**config.mk**
```make
export PLATFORM = sky130hd
export DESIGN_NAME = mx_core
export DESIGN_NICKNAME = d
export VERILOG_FILES = /design/src/rtl/mx_pkg.sv /design/src/rtl/mx_decode.sv /design/src/rtl/mx_regfile.sv /design/src/rtl/mx_lsu.sv /design/src/rtl/mx_core.sv
export SDC_FILE = /design/constraint.sdc
export NUM_CORES = 2
export LEC_CHECK = 0
export CAP_MARGIN = 20
export CORE_UTILIZATION = 59
export CTS_BUF_LIST = sky130_fd_sc_hd__clkbuf_8
export DETAILED_ROUTE_END_ITERATION = 10
export HOLD_SLACK_MARGIN = 0.15
export PLACE_DENSITY = 0.79
export SETUP_SLACK_MARGIN = 0.15
export SYNTH_ARGS = -nofsm -noshare
export SYNTH_HDL_FRONTEND = slang
export SYNTH_SLANG_ARGS = --single-unit
```
**constraint.sdc**
```tcl
create_clock -name clk -period 20 [get_ports clk]
set_clock_uncertainty 0.05 [all_clocks]
set_input_delay 5 -clock clk [delete_from_list [all_inputs] [get_ports clk]]
set_output_delay 5 -clock clk [all_outputs]
set_load 0.005 [all_outputs]
```
**src/rtl/mx_pkg.sv**
```systemverilog
package mx_pkg;
  localparam int ILEN = 32;

  localparam logic [5:0] OPC_REG  = 6'd0;
  localparam logic [5:0] OPC_LDB  = 6'd32;
  localparam logic [5:0] OPC_LDW  = 6'd35;
  localparam logic [5:0] OPC_STB  = 6'd40;
  localparam logic [5:0] OPC_STW  = 6'd43;
  localparam logic [5:0] FN_ADD   = 6'd32;
  localparam logic [5:0] FN_SUB   = 6'd34;

  typedef enum logic [2:0] {
    K_NOP, K_ADD, K_SUB, K_LDW, K_STW, K_LDB, K_STB
  } kind_e;

  typedef struct packed {
    kind_e       kind;
    logic [4:0]  rs;
    logic [4:0]  rt;
    logic [4:0]  rd;
    logic [15:0] imm;
  } dec_t;
endpackage

```
**src/rtl/mx_decode.sv**
```systemverilog
module mx_decode
  import mx_pkg::*;
(
  input  logic [ILEN-1:0] instr,
  output dec_t            dec
);
  logic [5:0] opc;
  logic [5:0] fn;
  logic [4:0] shf;

  assign opc = instr[31:26];
  assign fn  = instr[5:0];
  assign shf = instr[10:6];

  always_comb begin
    dec.rs   = instr[25:21];
    dec.rt   = instr[20:16];
    dec.rd   = instr[15:11];
    dec.imm  = instr[15:0];
    dec.kind = K_NOP;
    case (opc)
      OPC_REG: begin
        if (shf == 5'd0) begin
          if (fn == FN_ADD)      dec.kind = K_ADD;
          else if (fn == FN_SUB) dec.kind = K_SUB;
        end
      end
      OPC_LDW: dec.kind = K_LDW;
      OPC_STW: dec.kind = K_STW;
      OPC_LDB: dec.kind = K_LDB;
      OPC_STB: dec.kind = K_STB;
      default: dec.kind = K_NOP;
    endcase
  end
endmodule

```
**src/rtl/mx_regfile.sv**
```systemverilog
module mx_regfile #(
  parameter int DW   = 32,
  parameter int NREG = 32,
  localparam int RAW = $clog2(NREG)
) (
  input  logic           clk,
  input  logic [RAW-1:0] ra_a,
  input  logic [RAW-1:0] ra_b,
  input  logic           wr_en,
  input  logic [RAW-1:0] wr_a,
  input  logic [DW-1:0]  wr_d,
  output logic [DW-1:0]  rd_a,
  output logic [DW-1:0]  rd_b
);
  logic [DW-1:0] store_q [NREG];

  always_ff @(posedge clk) begin
    if (wr_en && (wr_a != '0)) begin
      store_q[wr_a] <= wr_d;
    end
  end

  assign rd_a = (ra_a == '0) ? '0 : store_q[ra_a];
  assign rd_b = (ra_b == '0) ? '0 : store_q[ra_b];
endmodule

```
**src/rtl/mx_lsu.sv**
```systemverilog
module mx_lsu
  import mx_pkg::*;
#(
  parameter int DW = 32,
  localparam int NB = DW / 8,
  localparam int OW = $clog2(NB)
) (
  input  kind_e          kind,
  input  logic [DW-1:0]  ea,
  input  logic [DW-1:0]  rt_val,
  input  logic [DW-1:0]  rdata,
  output logic [NB-1:0]  be,
  output logic [DW-1:0]  wdata,
  output logic [DW-1:0]  load_val
);
  logic [NB-1:0] lane_sel;
  logic [7:0]    lane_byte [NB];
  logic [7:0]    picked;

  for (genvar g = 0; g < NB; g++) begin : g_lane
    assign lane_sel[g]  = (ea[OW-1:0] == OW'(NB - 1 - g));
    assign lane_byte[g] = rdata[8*g +: 8] & {8{lane_sel[g]}};
  end

  always_comb begin
    picked = '0;
    for (int i = 0; i < NB; i++) begin
      picked = picked | lane_byte[i];
    end
  end

  always_comb begin
    case (kind)
      K_STW:   be = '1;
      K_STB:   be = lane_sel;
      default: be = '0;
    endcase
  end

  assign wdata    = (kind == K_STB) ? {NB{rt_val[7:0]}} : rt_val;
  assign load_val = (kind == K_LDB) ? {{(DW-8){picked[7]}}, picked} : rdata;
endmodule

```
**src/rtl/mx_core.sv**
```systemverilog
module mx_core
  import mx_pkg::*;
#(
  parameter int DW = 32,
  parameter int NREG = 32,
  parameter logic [DW-1:0] RESET_PC = '0,
  localparam int RAW = $clog2(NREG),
  localparam int NB  = DW / 8
) (
  input  logic              clk,
  input  logic              rst,
  output logic [DW-1:0]     imem_addr,
  input  logic [ILEN-1:0]   imem_data,
  output logic [DW-1:0]     dmem_addr,
  output logic [DW-1:0]     dmem_wdata,
  output logic [NB-1:0]     dmem_be,
  input  logic [DW-1:0]     dmem_rdata
);
  logic [DW-1:0] pc_q;
  dec_t          dec;
  logic [DW-1:0] rs_val, rt_val, imm_sx, ea, alu_res, load_val;
  logic          wb_en;
  logic [RAW-1:0] wb_addr;
  logic [DW-1:0] wb_data;

  always_ff @(posedge clk) begin
    if (rst) pc_q <= RESET_PC;
    else     pc_q <= pc_q + DW'(NB);
  end
  assign imem_addr = pc_q;

  mx_decode u_dec (.instr(imem_data), .dec(dec));

  mx_regfile #(.DW(DW), .NREG(NREG)) u_rf (
    .clk  (clk),
    .ra_a (dec.rs[RAW-1:0]),
    .ra_b (dec.rt[RAW-1:0]),
    .wr_en(wb_en),
    .wr_a (wb_addr),
    .wr_d (wb_data),
    .rd_a (rs_val),
    .rd_b (rt_val)
  );

  assign imm_sx  = {{(DW-16){dec.imm[15]}}, dec.imm};
  assign ea      = rs_val + imm_sx;
  assign alu_res = (dec.kind == K_SUB) ? (rs_val - rt_val) : (rs_val + rt_val);

  mx_lsu #(.DW(DW)) u_lsu (
    .kind    (dec.kind),
    .ea      (ea),
    .rt_val  (rt_val),
    .rdata   (dmem_rdata),
    .be      (dmem_be),
    .wdata   (dmem_wdata),
    .load_val(load_val)
  );
  assign dmem_addr = ea;

  always_comb begin
    wb_en   = 1'b0;
    wb_addr = dec.rd[RAW-1:0];
    wb_data = alu_res;
    case (dec.kind)
      K_ADD, K_SUB: wb_en = 1'b1;
      K_LDW, K_LDB: begin
        wb_en   = 1'b1;
        wb_addr = dec.rt[RAW-1:0];
        wb_data = load_val;
      end
      default: wb_en = 1'b0;
    endcase
    if (rst) wb_en = 1'b0;
  end
endmodule

```
==> results.json <==
{
  "cts_sinks": 1054,
  "setup_ws_ps": 3150,
  "synth-simple-area-share_pct": 4.17,
  "drc": 0,
  "postSynthCellCount": 3085,
  "ctsResizeCount": 0,
  "first_pass_iters": 6,
  "slowest_stage": "mux4_2",
  "grt_util_all_layers_pct": 37.5,
  "detail-route-antenna-nets": 0,
  "power.density_nw_per_um2": 96.4,
  "final_cell_mix": "edfxtp_1 (1024), mux4_2 (514), clkbuf_8 (168)",
  "via_per_inst": 7.55,
  "drv_cap": 0,
  "die_x_um": 303,
  "worst-path-buf-inv": 3,
  "yosysWarnings": 0,
  "ios": 166,
  "layout-drive-gt1-share_pct": 27.8,
  "ctsHoldBuffers": 0,
  "rsz0062_at_grt": "no",
  "grt-ovfl-total": 0,
  "slowest_delay_ps": 600,
  "synth_edf_count": 1024,
  "cts.reportedPaths.clkPinSlew_ps": 50,
  "core_um2": 89100,
  "period_share_pct": 84.3,
  "syn-cell-area_um2": 53400,
  "report.final.slew_viol_count": 0,
  "die_area_um2": 91700,
  "worst_slew_pin_slew_ps": 1140,
  "yosys.area_share.adder_pct": 1.57,
  "synth-compound-area-share_pct": 6.08,
  "cp_max_fo": 77,
  "place_inst": 4339,
  "wl_per_cell_um": 36.4,
  "clock_path_buffers": 3,
  "stdcell_count": 4658,
  "worstSetupStartpointType": "input pin",
  "clk_latency_ps": 870,
  "hold_viol": 0,
  "drt-total-wl_um": 170000,
  "status": "completed",
  "first_global_vias": 34600,
  "fill_cells": 5644,
  "dp_hpwl_um": 99800,
  "synth_top_family_by_area": "multiplexers",
  "grt_start_max_net_pins": 97,
  "area_growth_pct": 12.6,
  "fp-row-count": 109,
  "leakage_nw": 19.9,
  "cts_setup_buffers": 0,
  "cts_max_level": 4,
  "synth_xor_area_share_pct": 1.71,
  "cts_tree": "yes",
  "async_flop_share_pct": 0,
  "cp-end-kind": "primary output",
  "nets": 3488,
  "cts_buffers": 165,
  "syn_area_per_cell_um2": 17.3,
  "place.gp.congestion": 0.983,
  "layout_commonest_cell": "edfxtp_1",
  "multi_input_area_um2": 21400,
  "cp_data_required_time_ps": 14950,
  "ff_latch_area_um2": 31400,
  "clockRootBuffer": "clkbuf_8",
  "ys_seq_area_share_pct": 58.7,
  "start_util_pct": 59.9,
  "grt_pass1_wl_um": 241000,
  "ir_worst_vdd_mv": 0.0648,
  "cp.arrival_ps": 11800,
  "crit_type": "in -> out",
  "min_path_type": "reg -> reg",
  "synth_cell_type_count": 86,
  "slew_headroom_pct": 23.8,
  "crit_family": "compound AO/OA/AOI/OAI gates",
  "fin_crit_ps": 16850,
  "fmax_mhz": 59.3,
  "fin_util_pct": 67.5,
  "antenna_found_initial": 5,
  "die_h_um": 303,
  "path_cells": "buf_8 -> buf_12 -> mux4_2 -> mux4_2 -> mux2i_1 -> nor2_1 -> fa_1 -> a21o_1 -> a21oi_1 -> o21ai_0 -> a2111oi_0 -> nor3_1 -> a41oi_1 -> o31a_1 -> o31a_1 -> a31oi_1 -> o311ai_0 -> clkdlybuf4s50_1",
  "drt_iter0_drc": 6028,
  "ys.flop_type": "edfxtp_1",
  "ys_seq_elements": 1054,
  "setup_viol": 0,
  "dp_slack_ps": 3320,
  "vias": 35200,
  "setup_tns_ps": 0,
  "rrSetupSlack_ps": 12940,
  "portBuffers": 163,
  "synthMuxAreaShare_pct": 25.4
}
[Yosys cell counts, types with 44 or more instances]
master	instances	share of area, %
xor2_1	45	0.74
mux2i_1	152	2.8
mux4_2	514	22
nand2_1	109	0.77
a21oi_1	122	1.1
o21ai_0	74	0.69
nand3_1	44	0.41
clkbuf_1	123	0.86
edfxtp_1	1024	58
ha_1	64	1.5
nor2_1	140	0.98
xnor2_1	59	0.97
[path summary, 6_finish.rpt]
check / start / endpoint / depth (start not counted)
max: imem_data[21] / dmem_addr[30] / 18
max reg2reg: u_rf.store_q[10][1]$_DFFE_PP_ / u_rf.store_q[9][30]$_DFFE_PP_ / 19
min reg2reg: imem_addr[2]$_SDFF_PP0_ / imem_addr[2]$_SDFF_PP0_ / 1
min: imem_addr[2]$_SDFF_PP0_ / imem_addr[2]$_SDFF_PP0_ / 1
[flip-flops by register name (all words and copies together), names as in the netlist]
signal and flops:
u_rf.store_q 1024, imem_addr 30
[through the flow]
stage	hold WS [ps]	cell area, um2	total power [mW]
detailed placement	405	56700	4.01
finish	413	60100	5.79
CTS	417	59800	5.72
global route	470	60100	5.96
global placement	387	56700	3.95
floorplan	390	53500	3.54
[report_power, final]
part	internal (mW)	switching (mW)	leakage [nW]	total, mW
Combinational	0.440	0.794	8.70	1.23
Clock	0.872	0.874	1.79	1.75
Sequential	2.80	0.0126	9.46	2.81
[cells by family (layout without fill, tap and decap cells)]
| family | count (synthesis) | count (layout) |
|---|---|---|
| and+or+nand+nor | 453 | 453 |
| other | 1 | 39 |
| adders and majority gates | 66 | 66 |
| AOI/OAI and AO/OA | 475 | 475 |
| buffers and inverters | 243 | 613 |
| xor gates and xnor gates | 104 | 104 |
| muxes | 689 | 689 |
| DFF | 1054 | 1054 |
[layout make-up]
class                      count  area share, %
multi-input combinational   1821           35.5
antenna                        5         0.0208
tap                         1165           2.43
clock inverter               131           1.34
timing repair buffer         282           4.46
inverter                      32          0.200
sequential                  1054           52.2
clock buffer                 168           3.85
[metal layers]
metal  GRT usage (%)  share of wire (%)
met1            49.4                 34
met4            18.1                5.3
met3            12.5                 16
met5               0             0.0053
met2            56.9                 45
No activity file was read; power rests on OpenSTA's default activity.
